### config.mk
export PLATFORM = sky130hd
export DESIGN_NAME = irq_status_unit
export DESIGN_NICKNAME = d
export VERILOG_FILES = /design/src/rtl/irq_stat_pkg.sv /design/src/rtl/irq_ext_stat.sv /design/src/rtl/irq_code_hold.sv /design/src/rtl/irq_main_stat.sv /design/src/rtl/irq_status_unit.sv
export SDC_FILE = /design/constraint.sdc
export NUM_CORES = 1
export LEC_CHECK = 0
export BUFFER_PORTS_ARGS = -buffer_cell sky130_fd_sc_hd__buf_2
export CAP_MARGIN = 20
export CORE_MARGIN = 1
export CORE_UTILIZATION = 30
export DETAILED_ROUTE_END_ITERATION = 8
export HOLD_SLACK_MARGIN = 0.06
export PLACE_DENSITY_LB_ADDON = 0.15
export RECOVER_POWER = 50
export SYNTH_ARGS = -nofsm -noshare
export SYNTH_HDL_FRONTEND = slang
export SYNTH_SLANG_ARGS = --single-unit
### constraint.sdc
create_clock -name clk -period 1.5 [get_ports clk]
set_clock_uncertainty 0.05 [all_clocks]
set_input_delay 0.225 -clock clk [delete_from_list [all_inputs] [get_ports clk]]
set_output_delay 0.225 -clock clk [all_outputs]
set_load 0.02 [all_outputs]
### src/rtl/irq_stat_pkg.sv
package irq_stat_pkg;
  localparam int REG_W   = 8;
  localparam int CI_W    = 6;
  localparam int EXD_POS = 0;
  localparam int CIC_POS = 2;

  typedef enum logic [1:0] {
    SEL_MAIN = 2'd0,
    SEL_MASK = 2'd1,
    SEL_EXT  = 2'd2,
    SEL_CODE = 2'd3
  } reg_sel_e;
endpackage

### src/rtl/irq_ext_stat.sv
module irq_ext_stat #(
  parameter int DW = 8
) (
  input  logic          clk,
  input  logic          rst_n,
  input  logic [DW-1:0] ev_ext,
  input  logic          rd_ext,
  output logic [DW-1:0] ext_q,
  output logic          ext_hit
);
  // A new event wins over the clearing read in the same cycle.
  always_ff @(posedge clk) begin
    if (!rst_n) ext_q <= '0;
    else        ext_q <= ev_ext | (ext_q & {DW{~rd_ext}});
  end

  assign ext_hit = |ev_ext;
endmodule

### src/rtl/irq_code_hold.sv
module irq_code_hold #(
  parameter int CW = 6
) (
  input  logic          clk,
  input  logic          rst_n,
  input  logic          ci_evt,
  input  logic [CW-1:0] ci_code,
  output logic [CW-1:0] code_q
);
  always_ff @(posedge clk) begin
    if (!rst_n)      code_q <= '0;
    else if (ci_evt) code_q <= ci_code;
  end
endmodule

### src/rtl/irq_main_stat.sv
module irq_main_stat #(
  parameter int DW      = 8,
  parameter int EXD_BIT = 0,
  parameter int CIC_BIT = 2
) (
  input  logic          clk,
  input  logic          rst_n,
  input  logic [DW-1:0] ev_main,
  input  logic          ext_hit,
  input  logic          ci_evt,
  input  logic          rd_main,
  input  logic          rd_ext,
  input  logic          rd_code,
  input  logic [DW-1:0] mask,
  output logic [DW-1:0] pend_q,
  output logic [DW-1:0] view
);
  logic [DW-1:0] set_v, clr_v;

  for (genvar i = 0; i < DW; i++) begin : g_bit
    localparam bit IS_EXD = (i == EXD_BIT);
    localparam bit IS_CIC = (i == CIC_BIT);
    localparam bit IS_NRM = !(IS_EXD || IS_CIC);

    // Set sources: ordinary pulse, summary of extended events, code change.
    assign set_v[i] = (ev_main[i] & IS_NRM)
                    | (ext_hit & ~mask[i] & IS_EXD)
                    | (ci_evt & IS_CIC);

    // Clear sources: unmasked primary read (not for the code bit),
    // extended read for the summary bit, code read for the code bit.
    assign clr_v[i] = (rd_main & ~mask[i] & ~IS_CIC)
                    | (rd_ext & IS_EXD)
                    | (rd_code & IS_CIC);

    // The code-change bit is visible whatever its mask says.
    assign view[i] = IS_CIC ? pend_q[i] : (pend_q[i] & ~mask[i]);

    always_ff @(posedge clk) begin
      if (!rst_n) pend_q[i] <= 1'b0;
      else        pend_q[i] <= set_v[i] | (pend_q[i] & ~clr_v[i]);
    end
  end
endmodule

### src/rtl/irq_status_unit.sv
module irq_status_unit
  import irq_stat_pkg::*;
#(
  parameter int DW      = REG_W,
  parameter int CW      = CI_W,
  parameter int EXD_BIT = EXD_POS,
  parameter int CIC_BIT = CIC_POS
) (
  input  logic          clk,
  input  logic          rst_n,
  input  logic          bus_rd,
  input  logic          bus_wr,
  input  logic [1:0]    bus_addr,
  input  logic [DW-1:0] bus_wdata,
  output logic [DW-1:0] bus_rdata,
  input  logic [DW-1:0] ev_main,
  input  logic [DW-1:0] ev_ext,
  input  logic          ci_evt,
  input  logic [CW-1:0] ci_code,
  output logic          irq
);
  reg_sel_e      sel;
  logic          rd_main, rd_ext, rd_code;
  logic [DW-1:0] mask_q, pend_q, view, ext_q;
  logic          ext_hit;
  logic [CW-1:0] code_q;

  assign sel     = reg_sel_e'(bus_addr);
  assign rd_main = bus_rd && (sel == SEL_MAIN);
  assign rd_ext  = bus_rd && (sel == SEL_EXT);
  assign rd_code = bus_rd && (sel == SEL_CODE);

  always_ff @(posedge clk) begin
    if (!rst_n)                         mask_q <= '1;
    else if (bus_wr && sel == SEL_MASK) mask_q <= bus_wdata;
  end

  irq_ext_stat #(.DW(DW)) u_ext (
    .clk(clk), .rst_n(rst_n), .ev_ext(ev_ext), .rd_ext(rd_ext),
    .ext_q(ext_q), .ext_hit(ext_hit)
  );

  irq_code_hold #(.CW(CW)) u_code (
    .clk(clk), .rst_n(rst_n), .ci_evt(ci_evt), .ci_code(ci_code),
    .code_q(code_q)
  );

  irq_main_stat #(.DW(DW), .EXD_BIT(EXD_BIT), .CIC_BIT(CIC_BIT)) u_main (
    .clk(clk), .rst_n(rst_n), .ev_main(ev_main), .ext_hit(ext_hit),
    .ci_evt(ci_evt), .rd_main(rd_main), .rd_ext(rd_ext), .rd_code(rd_code),
    .mask(mask_q), .pend_q(pend_q), .view(view)
  );

  always_comb begin
    bus_rdata = '0;
    if (bus_rd) begin
      unique case (sel)
        SEL_MAIN: bus_rdata = view;
        SEL_MASK: bus_rdata = mask_q;
        SEL_EXT:  bus_rdata = ext_q;
        SEL_CODE: bus_rdata[CW-1:0] = code_q;
      endcase
    end
  end

  assign irq = |(pend_q & ~mask_q);
endmodule

# Yosys cells after proc, flatten, opt, wreduce, memory -nomap -nowiden
# Cells that the tools add are included.
# op_classes
mux,3
n_eq_ne,3
n_bitwise,52
reduce_logical,7
# ops
cell,count
$pmux 6 s4,1
$and 1x1->1,23
$and 8x8->8,2
$not 1->1,16
$reduce_or 8->1,2
$or 1x1->1,9
$mux 8,1
$not 8->8,1
$or 8x8->8,1
$pmux 2 s3,1
$eq 2x2->1 const B,2
$logic_and 1x1->1,4
$eq 2x1->1 const B,1
$logic_not 2->1,1
# word_totals
register_bits,30
word_cells,76
output_inout_bits,9

# Longest topological paths before layout
# Gate-level depths: netlist (run 1).
# logic_depth
depth_word,7
mapped_depth,5
mapped_depth_nobuf,3

# Cells and area by module
# Synthesis (run 1) repeated with hierarchy kept, for this count alone.
# hier_totals
hier_cells,170
area_unflattened_um2,1485.2
# modules_own_cells
module,cells_each,seq_area_each_um2,area_per_inst_um2,n_inst
irq_status_unit,83,160.2,606.8,1
irq_main_stat,40,160.2,357.8,1
irq_ext_stat,28,160.2,291.5,1
irq_code_hold,19,120.1,229.0,1

# Worst setup path before layout (run 1)
# OpenSTA, ideal clock, no wires.
# synth_timing
kind,input to output
start,input bus_addr[0]
end,output bus_rdata[6]
path_buffers,2
t_required_ns,1.225
t_arrival_ns,1.233
cell_stages,5
slack_ns,-0.008
path_cell_list,buf_6 -> buf_6 -> nor3b_2 -> a21oi_1 -> o32ai_1
# synth_between
elab_chain_len,3
word_cells_on_any_way,5
cone_classes,eq/ne (2); mux (2); reduce/logical (1)
# synth_rtl
item,line_no,rtl
"start, declared",irq_status_unit.sv:13,"input logic [1:0] bus_addr,"
"$eq 2x2->1, or another cell as far along",irq_status_unit.sv:57,unique case (sel)
$pmux 2 s3 *,irq_status_unit.sv:57,
$mux 8 *,irq_status_unit.sv:56,if (bus_rd) begin
"end, declared",irq_status_unit.sv:15,"output logic [DW-1:0] bus_rdata,"
# Every way passes the cells marked *; elsewhere a longest branch is shown, timed or not.

# Worst setup path in the final report (run 1)
# layout_timing
start,register u_main.pend_q[5]
end,output irq
# layout_between
elab_chain_len,2
# layout_rtl
item,line_no,rtl
"start, declared",irq_main_stat.sv:15,"output logic [DW-1:0] pend_q,"
"start signal, assigned by index",irq_main_stat.sv:41,else pend_q[i] <= set_v[i] | (pend_q[i] & ~clr_v[i]);
$and 8x8->8,irq_status_unit.sv:66,assign irq = |(pend_q & ~mask_q);
$reduce_or 8->1,irq_status_unit.sv:66,
"end, declared",irq_status_unit.sv:20,output logic irq
# No other way between the ends.

==> results.md, run 1 <==
- WL final: 3806 µm
- RSZ-0062 raised after global routing: yes
- Placer congestion estimate: 0.7599
- Worst Max-Slew Pin Slew: 502.8 ps
- Wire per inst: 13.40 µm
- Fmax: 0.5691 GHz
- FF+latch count, synth: 30
- Clk Latency, worst-skew pair: 280 ps
- Ratio of cells with drive above 1 in the final layout: 0.4440
- Total power: 0.001943 W
- CTS Buf Count: 5
- Pre-Repair DR Iteration Count: 6
- RR Startpoint: mask_q[0]
- Clock Tree Buf Depth: 2
- CTS tree: yes
- Period minus WS final: 1757 ps
- Crit Path Category: flip-flop to primary output
- CP startpoint kind: flip-flop
- Worst EP arrival: 1480 ps
- Setup Viol. Count Final: 9
- CP required: 1220 ps
- Register-to-register setup slack: 390 ps
- Iter 0 DRT Violations: 40
- Path type of the worst min-delay path: primary input to flip-flop
- Die Wd: 71.23 µm
- Total track usage: 0.1535
- Grt ovf: 0
- PortBufs: 43
- Crit. Startpoint: u_main.pend_q[5]
- Failing checks: DRC, setup timing
- Synth Instances: 169
- Placed cells: 271
- Distinct cells, synth: 29
- Die area: 5073 µm²
- Syn nets: 206
- Area growth syn-to-layout: 45.61%
- Hpwl dp: 2709 µm
- Final worst path period share: 1.171
- Status: complete, but fails checks
- Cell area after synthesis: 1438 µm²
- Setup_tns: -1280 ps
- Max Slew Vio Count: 0
- Most common library cell in the layout ignoring fill and taps: buf_2
- Die Y: 71.23 µm
- Pleak: 0.9100 nW
- Syn Area/Cell: 8.507 µm²
- Initial Utilization: 0.3213
- Final ANT Viol Nets: 0
- Max-cap violations: 0
- Largest net degree at the start of global routing: 31
- # diodes: 0
- First-pass GRT wire length: 6016 µm
- CTS Sinks: 30
- Final worst setup slack: -257.0 ps
- Via count: 1369
- Pwr/cell area: 928.2 nW/µm²
- Commonest non-fill, non-tap cells in the layout: buf_2 (33), buf_4 (23), a21oi_1 (22), nand2_1 (20), dfxtp_1 (19)
- Vias per inst: 4.820
- Util after Layout: 0.4678
- Initial antenna violation count: 0
- Seq/Total Area, Yosys: 0.4178
- # DRC: 3
- Worst Reg-to-Reg Cells: 5
- Yosys warnings: 0
- CTS root buf: clkbuf_8
- Hold_sp: bus_wdata[5]
- Hold Buf Count CTS: 0
- Reg-to-Reg End: u_main.pend_q[0]
- Critical Path Sink: irq
- CP Capture Type: primary output
- Fin nets: 268
- H-tree depth: 2
- Final Hold Viols: 0
- Cell Rows: 24
- Final non-filler cell total: 284
- Reg clk slew, reported paths: 70 ps
- Critical path peak fanout: 2
- IO Pins: 46
- Core ar.: 4474 µm²
- Max-slew headroom: 0.6648
- Number of global-route vias before repair: 1293
- Worst vdd ir: 0.0003842 V
[power by group]
part	total (W)	internal, W	switching (W)
sequential	0.000885	0.000849	0.0000364
clock	0.000680	0.000368	0.000312
combinational	0.000378	0.000196	0.000181
[worst min path at each step]
stage / end / slack (ps) / cells past startpoint
finish: mask_q[5] / 100 / 3
CTS: mask_q[5] / 100 / 3
floorplan: mask_q[0] / 300 / 2
global placement: mask_q[1] / 390 / 3
detailed placement: mask_q[7] / 390 / 3
global route: mask_q[3] / 110 / 3
[Yosys cell counts]
| library cell | n | area [µm²] |
|---|---|---|
| nor3b_2 | 1 | 12.51 |
| a221oi_1 | 5 | 43.79 |
| nand3_1 | 7 | 35.03 |
| a21oi_1 | 23 | 115.1 |
| and2_1 | 1 | 6.260 |
| dfxtp_1 | 30 | 600.6 |
| a221oi_2 | 1 | 15.01 |
| and3b_1 | 1 | 8.760 |
| a2111oi_0 | 1 | 8.760 |
| o211ai_1 | 2 | 15.01 |
| inv_1 | 4 | 15.01 |
| clkbuf_1 | 3 | 11.26 |
| nand3b_1 | 2 | 15.01 |
| nand2b_1 | 3 | 18.77 |
| nor4_1 | 2 | 12.51 |
| buf_6 | 2 | 22.52 |
| mux2i_1 | 11 | 110.1 |
| nor2_1 | 12 | 45.04 |
| o21ai_0 | 7 | 35.03 |
| nor2b_1 | 20 | 125.1 |
| a21boi_0 | 1 | 7.510 |
| a21o_1 | 1 | 7.510 |
| buf_2 | 3 | 15.01 |
| buf_4 | 2 | 15.01 |
| nand2_1 | 20 | 75.07 |
| or3_1 | 1 | 6.260 |
| o32ai_1 | 1 | 8.760 |
| o2111ai_1 | 1 | 8.760 |
| mux4_2 | 1 | 22.52 |
[per-layer routing]
layer / GRT usage / wire [µm] / vias to the layer above
li1: - / - / 716
met1: 0.2025 / 1868 / 617
met2: 0.2402 / 1698 / 32
met3: 0.05345 / 207 / 4
met4: 0.04000 / 31 / 0
met5: 0 / 0 / -
[final cells by class]
class | count | area [µm²]
Multi-Input combinational cell | 125 | 875.8
Clock buffer | 6 | 82.58
Timing Repair Buffer | 65 | 417.9
Fill cell | 460 | 2381
Clock inverter | 2 | 12.51
Tap cell | 52 | 65.06
Sequential cell | 30 | 624.3
Inverter | 4 | 15.01
[state kept, by name, summed over array words and instances, names as in the netlist]
register and flops:
mask_q 8, u_ext.ext_q 8, u_main.pend_q 8, u_code.code_q 6
[critical path, cell delays in order (launching register included)]
cell and delay, ps:
dfxtp_2 320, nor2b_4 120, a2111oi_4 310, buf_4 170, o2111ai_4 120, buf_6 160
[metrics by stage]
| step | setup slack (ps) | hold slack (ps) | cell area, µm² |
|---|---|---|---|
| CTS | -281.6 | 96.19 | 2023 |
| global placement | -158.3 | 389.3 | 1802 |
| finish | -257.0 | 102.7 | 2093 |
| floorplan | 14.23 | 299.2 | 1458 |
| global route | -319.9 | 106.6 | 2093 |
| detailed placement | -96.42 | 390.2 | 1802 |
[cells by family after synthesis]
group	after synthesis	share of synthesized area
flops	30	0.4178
simple gates	70	0.2506
compound gates	43	0.1845
buf+inv	14	0.05482
mux	12	0.09226
[repair_timing]
item	CTS	global route
resized for setup	32	21
setup buffers	3	2
endpoints found under the setup margin	9	9
pin swaps	12	9
No activity file was read; power rests on OpenSTA's default activity.
==> run 2: changes to the inputs <==
--- a/config.mk
+++ b/config.mk
@@ -13,6 +13,7 @@
 export HOLD_SLACK_MARGIN = 0.06
 export PLACE_DENSITY_LB_ADDON = 0.15
 export RECOVER_POWER = 50
+export SETUP_SLACK_MARGIN = 0.5
 export SYNTH_ARGS = -nofsm -noshare
 export SYNTH_HDL_FRONTEND = slang
 export SYNTH_SLANG_ARGS = --single-unit
==> results.md, run 2 (synthesis results as in run 1) <==
- RR Startpoint: mask_q[0] (unchanged)
- Core ar.: 4474 µm² (unchanged)
- Initial Utilization: 0.3213 (unchanged)
- Placed cells: 266 (was 271)
- Worst vdd ir: 0.0004341 V (was 0.0003842 V)
- CTS root buf: clkbuf_8 (unchanged)
- Number of global-route vias before repair: 1413 (was 1293)
- Fmax: 0.6122 GHz (was 0.5691 GHz)
- Clk Latency, worst-skew pair: 270 ps (was 280 ps)
- Pleak: 0.9274 nW (was 0.9100 nW)
- Area growth syn-to-layout: 49.78% (was 45.61%)
- Hold Buf Count CTS: 0 (unchanged)
- Final ANT Viol Nets: 0 (unchanged)
- Initial antenna violation count: 0 (unchanged)
- Hold Crit Depth: 3 (unchanged)
- Register-to-register setup slack: 450 ps (was 390 ps)
- Buf/Inv on CP: 1 (was 2)
- Multi-input logic area: 937.1 µm² (was 875.8 µm²)
- Final worst setup slack: -133.5 ps (was -257.0 ps)
- Die area: 5073 µm² (unchanged)
- Final worst path period share: 1.089 (was 1.171)
- Total power: 0.001877 W (was 0.001943 W)
- # DRC: 4 (was 3)
- RSZ-0062 raised after global routing: yes (unchanged)
- Max-slew headroom: 0.2721 (was 0.6648)
- Commonest non-fill, non-tap cells in the layout: buf_2 (32), dfxtp_1 (20), a21oi_1 (19), buf_4 (19), nor2b_1 (18) (was buf_2 (33), buf_4 (23), a21oi_1 (22), nand2_1 (20), dfxtp_1 (19))
- Hpwl dp: 2746 µm (was 2709 µm)
- Delay-heaviest family, CP: compound AO/OA/AOI/OAI gates (unchanged)
- CP required: 1220 ps (about the same)
- Iter 0 DRT Violations: 57 (was 40)
- Critical path peak fanout: 2 (unchanged)
- H-tree depth: 2 (unchanged)
- Crit path max-delay cell type: dfxtp_2 (unchanged)
- Total track usage: 0.1607 (was 0.1535)
- Worst Max-Slew Pin Slew: 1092 ps (was 502.8 ps)
- Grt ovf: 0 (unchanged)
- Placer congestion estimate: 0.7500 (was 0.7599)
- Ratio of cells with drive above 1 in the final layout: 0.4585 (was 0.4440)
- Pwr/cell area: 871.6 nW/µm² (was 928.2 nW/µm²)
- Crit Path Category: flip-flop to primary output (unchanged)
- WL final: 3944 µm (was 3806 µm)
- CP Capture Type: primary output (unchanged)
- Area after DPL: 1837 µm² (was 1802 µm²)
- PortBufs: 43 (unchanged)
- Final Hold Viols: 0 (unchanged)
- Fillers: 449 (was 460)
- IO Pins: 46 (unchanged)
- CP cell instances: nor2b_4 -> a2111oi_4 -> o2111ai_1 -> buf_4 (was nor2b_4 -> a2111oi_4 -> buf_4 -> o2111ai_4 -> buf_6)
- Most common library cell in the layout ignoring fill and taps: buf_2 (unchanged)
- Die Wd: 71.23 µm (unchanged)
- Max-cap violations: 0 (unchanged)
- Reg area: 620.6 µm² (was 624.3 µm²)
- # diodes: 0 (unchanged)
- First-pass GRT wire length: 6368 µm (was 6016 µm)
- Reg-to-Reg End: u_main.pend_q[0] (unchanged)
- Hold endpoint: mask_q[6] (was mask_q[5])
- Biggest regs: mask_q (8), u_ext.ext_q (8), u_main.pend_q (8) (unchanged)
- Wire per inst: 14.04 µm (was 13.40 µm)
- Period minus WS final: 1633 ps (was 1757 ps)
- Clock Tree Buf Depth: 2 (unchanged)
- Failing checks: DRC, setup timing (unchanged)
- Vias per inst: 4.911 (was 4.820)
- Max Slew Vio Count: 0 (unchanged)
- Fin nets: 266 (was 268)
- Path type of the worst min-delay path: primary input to flip-flop (unchanged)
- Non-Filler Cell Area, Final: 2153 µm² (was 2093 µm²)
- Worst Reg-to-Reg Cells: 5 (unchanged)
- CTS tree: yes (unchanged)
- Setup Viol. Count Final: 6 (was 9)
- CTS Buf Count: 5 (unchanged)
- Hold_sp: bus_wdata[6] (was bus_wdata[5])
- Die Y: 71.23 µm (unchanged)
- Slowest cell delay on critical path: 320 ps (about the same)
- Reg clk slew, reported paths: 60 ps (was 70 ps)
- CP startpoint kind: flip-flop (unchanged)
- Setup_tns: -540.8 ps (was -1280 ps)
- Final non-filler cell total: 281 (was 284)
- Status: complete, but fails checks (unchanged)
- CTS Sinks: 30 (unchanged)
- WHS: 106.6 ps (was 102.7 ps)
- Pre-Repair DR Iteration Count: 6 (unchanged)
- Cell Rows: 24 (unchanged)
- Largest net degree at the start of global routing: 31 (unchanged)
- Via count: 1380 (was 1369)
- Worst EP arrival: 1360 ps (was 1480 ps)
[run 2: repair_timing]
item                                    CTS  global route
pin swaps                                13             8
cloned                                    0             0
gates resized for setup                  39            21
setup buffers                             7             1
endpoints found under the setup margin   24            22
[run 2: how the worst max path moves through the flow]
stage	slack, ps	cells after the start	to	startpoint
after floorplan	160	3	irq	u_main.pend_q[5]
after global placement	-40	5	bus_rdata[7]	bus_addr[0]
after detailed placement	-60	5	bus_rdata[7]	bus_addr[0]
after CTS	-170	4	irq	u_main.pend_q[6]
after global routing	-190	4	irq	u_main.pend_q[3]
final	-130	4	irq	u_main.pend_q[3]
[run 2: per-stage QoR]
| step | util | worst slack, ps |
|---|---|---|
| 2_1_floorplan | - | 155.8 |
| 3_3_place_gp | 0.4105 | -43.84 |
| 3_5_place_dp | 0.4105 | -57.89 |
| 4_1_cts | 0.4603 | -168.1 |
| 5_1_grt | 0.4813 | -194.5 |
| 6_report | 0.4813 | -133.5 |
[run 2: cell type report]
| cell class | instances | area share |
|---|---|---|
| multi-input cells | 125 | 0.4352 |
| flip-flops and latches | 30 | 0.2882 |
| repair buffers | 63 | 0.2040 |
| clock buffers | 7 | 0.03544 |
| well taps | 52 | 0.03021 |
| inverters | 4 | 0.006973 |
[run 2: routing by layer]
metal / share of wire / routed length, µm / track usage
met2: 0.48 / 1889 / 0.2667
met1: 0.46 / 1817 / 0.1961
met5: 0 / 0 / 0
met3: 0.051 / 200 / 0.04923
met4: 0.0091 / 36 / 0.06000
[run 2: worst reg2reg max path, delay by kind of cell, from the launching register on]
family          cells  cell delay (ps)
compound gates      2              180
buf+inv             2              220
flops               1              370
simple gates        1              120
[run 2: power breakdown]
group	leakage [nW]	switching, W	total, W	internal [W]
logic	0.640	0.000194	0.000400	0.000207
registers	0.249	0.0000402	0.000890	0.000850
clock network	0.0383	0.000268	0.000586	0.000318
==> run 3: changes to the inputs <==
--- a/config.mk
+++ b/config.mk
@@ -10,10 +10,11 @@
 export CORE_MARGIN = 1
 export CORE_UTILIZATION = 30
 export DETAILED_ROUTE_END_ITERATION = 8
-export HOLD_SLACK_MARGIN = 0.06
+export HOLD_SLACK_MARGIN = 0.08
 export PLACE_DENSITY_LB_ADDON = 0.15
 export RECOVER_POWER = 50
 export SETUP_SLACK_MARGIN = 0.5
 export SYNTH_ARGS = -nofsm -noshare
 export SYNTH_HDL_FRONTEND = slang
+export SYNTH_HIERARCHICAL = 1
 export SYNTH_SLANG_ARGS = --single-unit
==> results.md, run 3 <==
- # diodes: 0 (unchanged)
- Die Y: 72.36 µm (was 71.23 µm)
- Hold_sp: bus_wdata[2] (was bus_wdata[6])
- Fillers: 491 (was 449)
- Area leader, netlist: dfxtp_1 (unchanged)
- Placer congestion estimate: 0.6733 (was 0.7500)
- Biggest regs: mask_q (8), u_ext/ext_q (8), u_main/pend_q (8) (was mask_q (8), u_ext.ext_q (8), u_main.pend_q (8))
- Via count: 1402 (was 1380)
- FF+latch count, synth: 30 (unchanged)
- Final non-filler cell total: 312 (was 281)
- Max-slew headroom: 0.5970 (was 0.2721)
- Syn nets: 207 (was 206)
- Max-cap violations: 0 (unchanged)
- Period minus WS final: 1683 ps (was 1633 ps)
- First-pass GRT wire length: 6499 µm (was 6368 µm)
- CP Capture Type: primary output (unchanged)
- Most common library cell in the layout ignoring fill and taps: buf_2 (unchanged)
- PortBufs: 43 (unchanged)
- Initial Utilization: 0.3124 (was 0.3213)
- Fin nets: 281 (was 266)
- Commonest non-fill, non-tap cells in the layout: buf_2 (31), buf_6 (29), nor2b_1 (22), nand2_1 (17), mux2i_1 (16) (was buf_2 (32), dfxtp_1 (20), a21oi_1 (19), buf_4 (19), nor2b_1 (18))
- Ratio of cells with drive above 1 in the final layout: 0.5714 (was 0.4585)
- Failing checks: setup timing (was DRC, setup timing)
- Die Wd: 72.36 µm (was 71.23 µm)
- Pre-Repair DR Iteration Count: 4 (was 6)
- RR Startpoint: mask_q[6] (was mask_q[0])
- Share of the synthesized area in the top cell type: 0.4044 (was 0.4178)
- Initial antenna violation count: 0 (unchanged)
- Post-synth EDFFs: 0 (unchanged)
- Fmax: 0.5942 GHz (was 0.6122 GHz)
- Worst Max-Slew Pin Slew: 604.6 ps (was 1092 ps)
- Iter 0 DRT Violations: 25 (was 57)
- Pleak: 1.129 nW (was 0.9274 nW)
- Total track usage: 0.1656 (was 0.1607)
- Crit path max-delay cell type: or4_4 (was dfxtp_2)
- Hpwl dp: 2707 µm (was 2746 µm)
- Final worst path period share: 1.122 (was 1.089)
- CP cell instances: inv_2 -> o22ai_2 -> or4_4 -> buf_6 (was nor2b_4 -> a2111oi_4 -> o2111ai_1 -> buf_4)
- Final worst setup slack: -182.9 ps (was -133.5 ps)
- Placed cells: 280 (was 266)
- Cell area after synthesis: 1485 µm² (was 1438 µm²)
- CP required: 1220 ps (about the same)
- Vias per inst: 4.494 (was 4.911)
- Clock Tree Buf Depth: 2 (unchanged)
- # DRC: 0 (was 4)
- Grt ovf: 0 (unchanged)
- CTS root buf: clkbuf_8 (unchanged)
- Cell Rows: 25 (was 24)
- Max Slew Vio Count: 0 (unchanged)
- Syn Area/Cell: 8.736 µm² (was 8.507 µm²)
- Count leader, synth: dfxtp_1 (unchanged)
- Largest net degree at the start of global routing: 31 (unchanged)
- WL final: 4272 µm (was 3944 µm)
- Setup Viol. Count Final: 4 (was 6)
- Worst Reg-to-Reg Cells: 6 (was 5)
- Top cells by count, synth: dfxtp_1 (30), nor2b_1 (28), nand2_1 (21), mux2i_1 (20), o22ai_1 (12) (was dfxtp_1 (30), a21oi_1 (23), nand2_1 (20), nor2b_1 (20), nor2_1 (12))
- Synth Instances: 170 (was 169)
- FFs w/ async S/R, synth: 0 (unchanged)
- Yosys warnings: 6 (was 0)
- Ys flop type: dfxtp_1 (unchanged)
- WHS: 104.1 ps (was 106.6 ps)
- Wire per inst: 13.69 µm (was 14.04 µm)
- Pwr/cell area: 814.7 nW/µm² (was 871.6 nW/µm²)
- RSZ-0062 raised after global routing: yes (unchanged)
- Core ar.: 4755 µm² (was 4474 µm²)
- CP startpoint kind: flip-flop (unchanged)
- Main area contributors after synthesis: dfxtp_1 (40%), mux2i_1 (13%), nor2b_1 (12%), nand2_1 (5.3%), o22ai_1 (5.1%) (was dfxtp_1 (42%), nor2b_1 (8.7%), a21oi_1 (8.0%), mux2i_1 (7.7%), nand2_1 (5.2%))
- Final Hold Viols: 0 (unchanged)
- Die area: 5236 µm² (was 5073 µm²)
- Number of global-route vias before repair: 1323 (was 1413)
- CTS Buf Count: 5 (unchanged)
- Register-to-register setup slack: 380 ps (was 450 ps)
- Buf/Inv on CP: 2 (was 1)
- Crit Path Category: flip-flop to primary output (unchanged)
- Crit. Startpoint: u_main/pend_q[3] (was u_main.pend_q[3])
- Critical path peak fanout: 2 (unchanged)
- Reg clk slew, reported paths: 70 ps (was 60 ps)
- Clk Latency, worst-skew pair: 270 ps (about the same)
- Util after Layout: 0.5279 (was 0.4813)
- Delay-heaviest family, CP: simple AND/OR/NAND/NOR gates (was compound AO/OA/AOI/OAI gates)
- Final ANT Viol Nets: 0 (unchanged)
- Area growth syn-to-layout: 69.00% (was 49.78%)
- Status: complete, but fails checks (unchanged)
- Worst vdd ir: 0.0004149 V (was 0.0004341 V)
- Hold Crit Depth: 3 (unchanged)
- Worst EP arrival: 1410 ps (was 1360 ps)
- Slowest cell delay on critical path: 540 ps (was 320 ps)
- CTS tree: yes (unchanged)
- Reg-to-Reg End: u_main/pend_q[6] (was u_main.pend_q[0])
- H-tree depth: 2 (unchanged)
- IO Pins: 46 (unchanged)
- Distinct cells, synth: 22 (was 29)
- Seq/Total Area, Yosys: 0.4044 (was 0.4178)
- Hold endpoint: mask_q[2] (was mask_q[6])
- CTS Sinks: 30 (unchanged)
- Path type of the worst min-delay path: primary input to flip-flop (unchanged)
[run 3: cell count changes in the layout (fill, tap and decap cells not counted), sizes merged, moves of 2 or more]
cell	previous run	this run
mux2i	11	20
a21oi	23	6
o22ai	0	12
inv	4	9
a221oi	6	0
nor2b	20	28
buf	62	69
nand2b	3	10
o21a	0	9
nor2	12	3
o21ai	7	0
o211ai	2	0
clkbuf	8	11
[run 3: how the worst max path moves through the flow]
stage	cells past startpoint	endpoint
floorplan	3	irq
global placement	4	irq
detailed placement	3	irq
CTS	4	irq
global route	4	irq
finish	4	irq
[run 3: final cells by class]
cell class	count	area, µm²	share of cell area
inverters	9	41.29	0.01645
flip-flops and latches	30	621.8	0.2478
clock buffers	7	86.33	0.03440
well taps	67	83.83	0.03340
clock inverters	1	5.005	0.001994
multi-input cells	125	1074	0.4277
repair buffers	73	598.1	0.2383
[run 3: worst reg2reg max path: stages, from the launching register on]
cell and delay (ps):
dfxtp_4 350, buf_6 130, buf_6 110, buf_6 100, nand2b_4 130, a21oi_2 100
nor2b_1 50
[run 3: cell families (layout without fill, tap and decap cells)]
family / count (synthesis) / in the layout / share of synthesized area
simple gates: 75 / 77 / 0.2746
buf+inv: 17 / 90 / 0.06485
flops: 30 / 30 / 0.4044
mux: 20 / 20 / 0.1348
compound gates: 28 / 28 / 0.1213
[run 3: routing by layer]
layer  wire (µm)  vias up  GRT usage
li1            -      731          -
met3         153        2    0.04167
met1        2029      642     0.2282
met5           0        -          0
met4          23        0    0.04575
met2        2065       27     0.2565
[run 3: repair_timing]
action | in CTS | in global routing
setup buffers | 11 | 11
endpoints found under the setup margin | 24 | 32
pin swaps | 12 | 14
hold buffers | 0 | 0
cloned | 2 | 0
resized for setup | 54 | 41
[run 3: stage by stage]
step	setup slack (ps)	cell area [µm²]	total power, W	setup TNS, ps
floorplan	255.4	1642	0.001139	0
global placement	87.68	1918	0.001249	0
detailed placement	81.02	1918	0.001251	0
CTS	-189.8	2297	0.002003	-510.8
global route	-224.3	2510	0.002146	-682.2
finish	-182.9	2510	0.002045	-268.3
[run 3: power by group]
group          internal (W)  switching (W)  total (W)
Sequential         0.000853      0.0000400   0.000893
Clock              0.000370       0.000291   0.000660
Combinational      0.000274       0.000217   0.000491
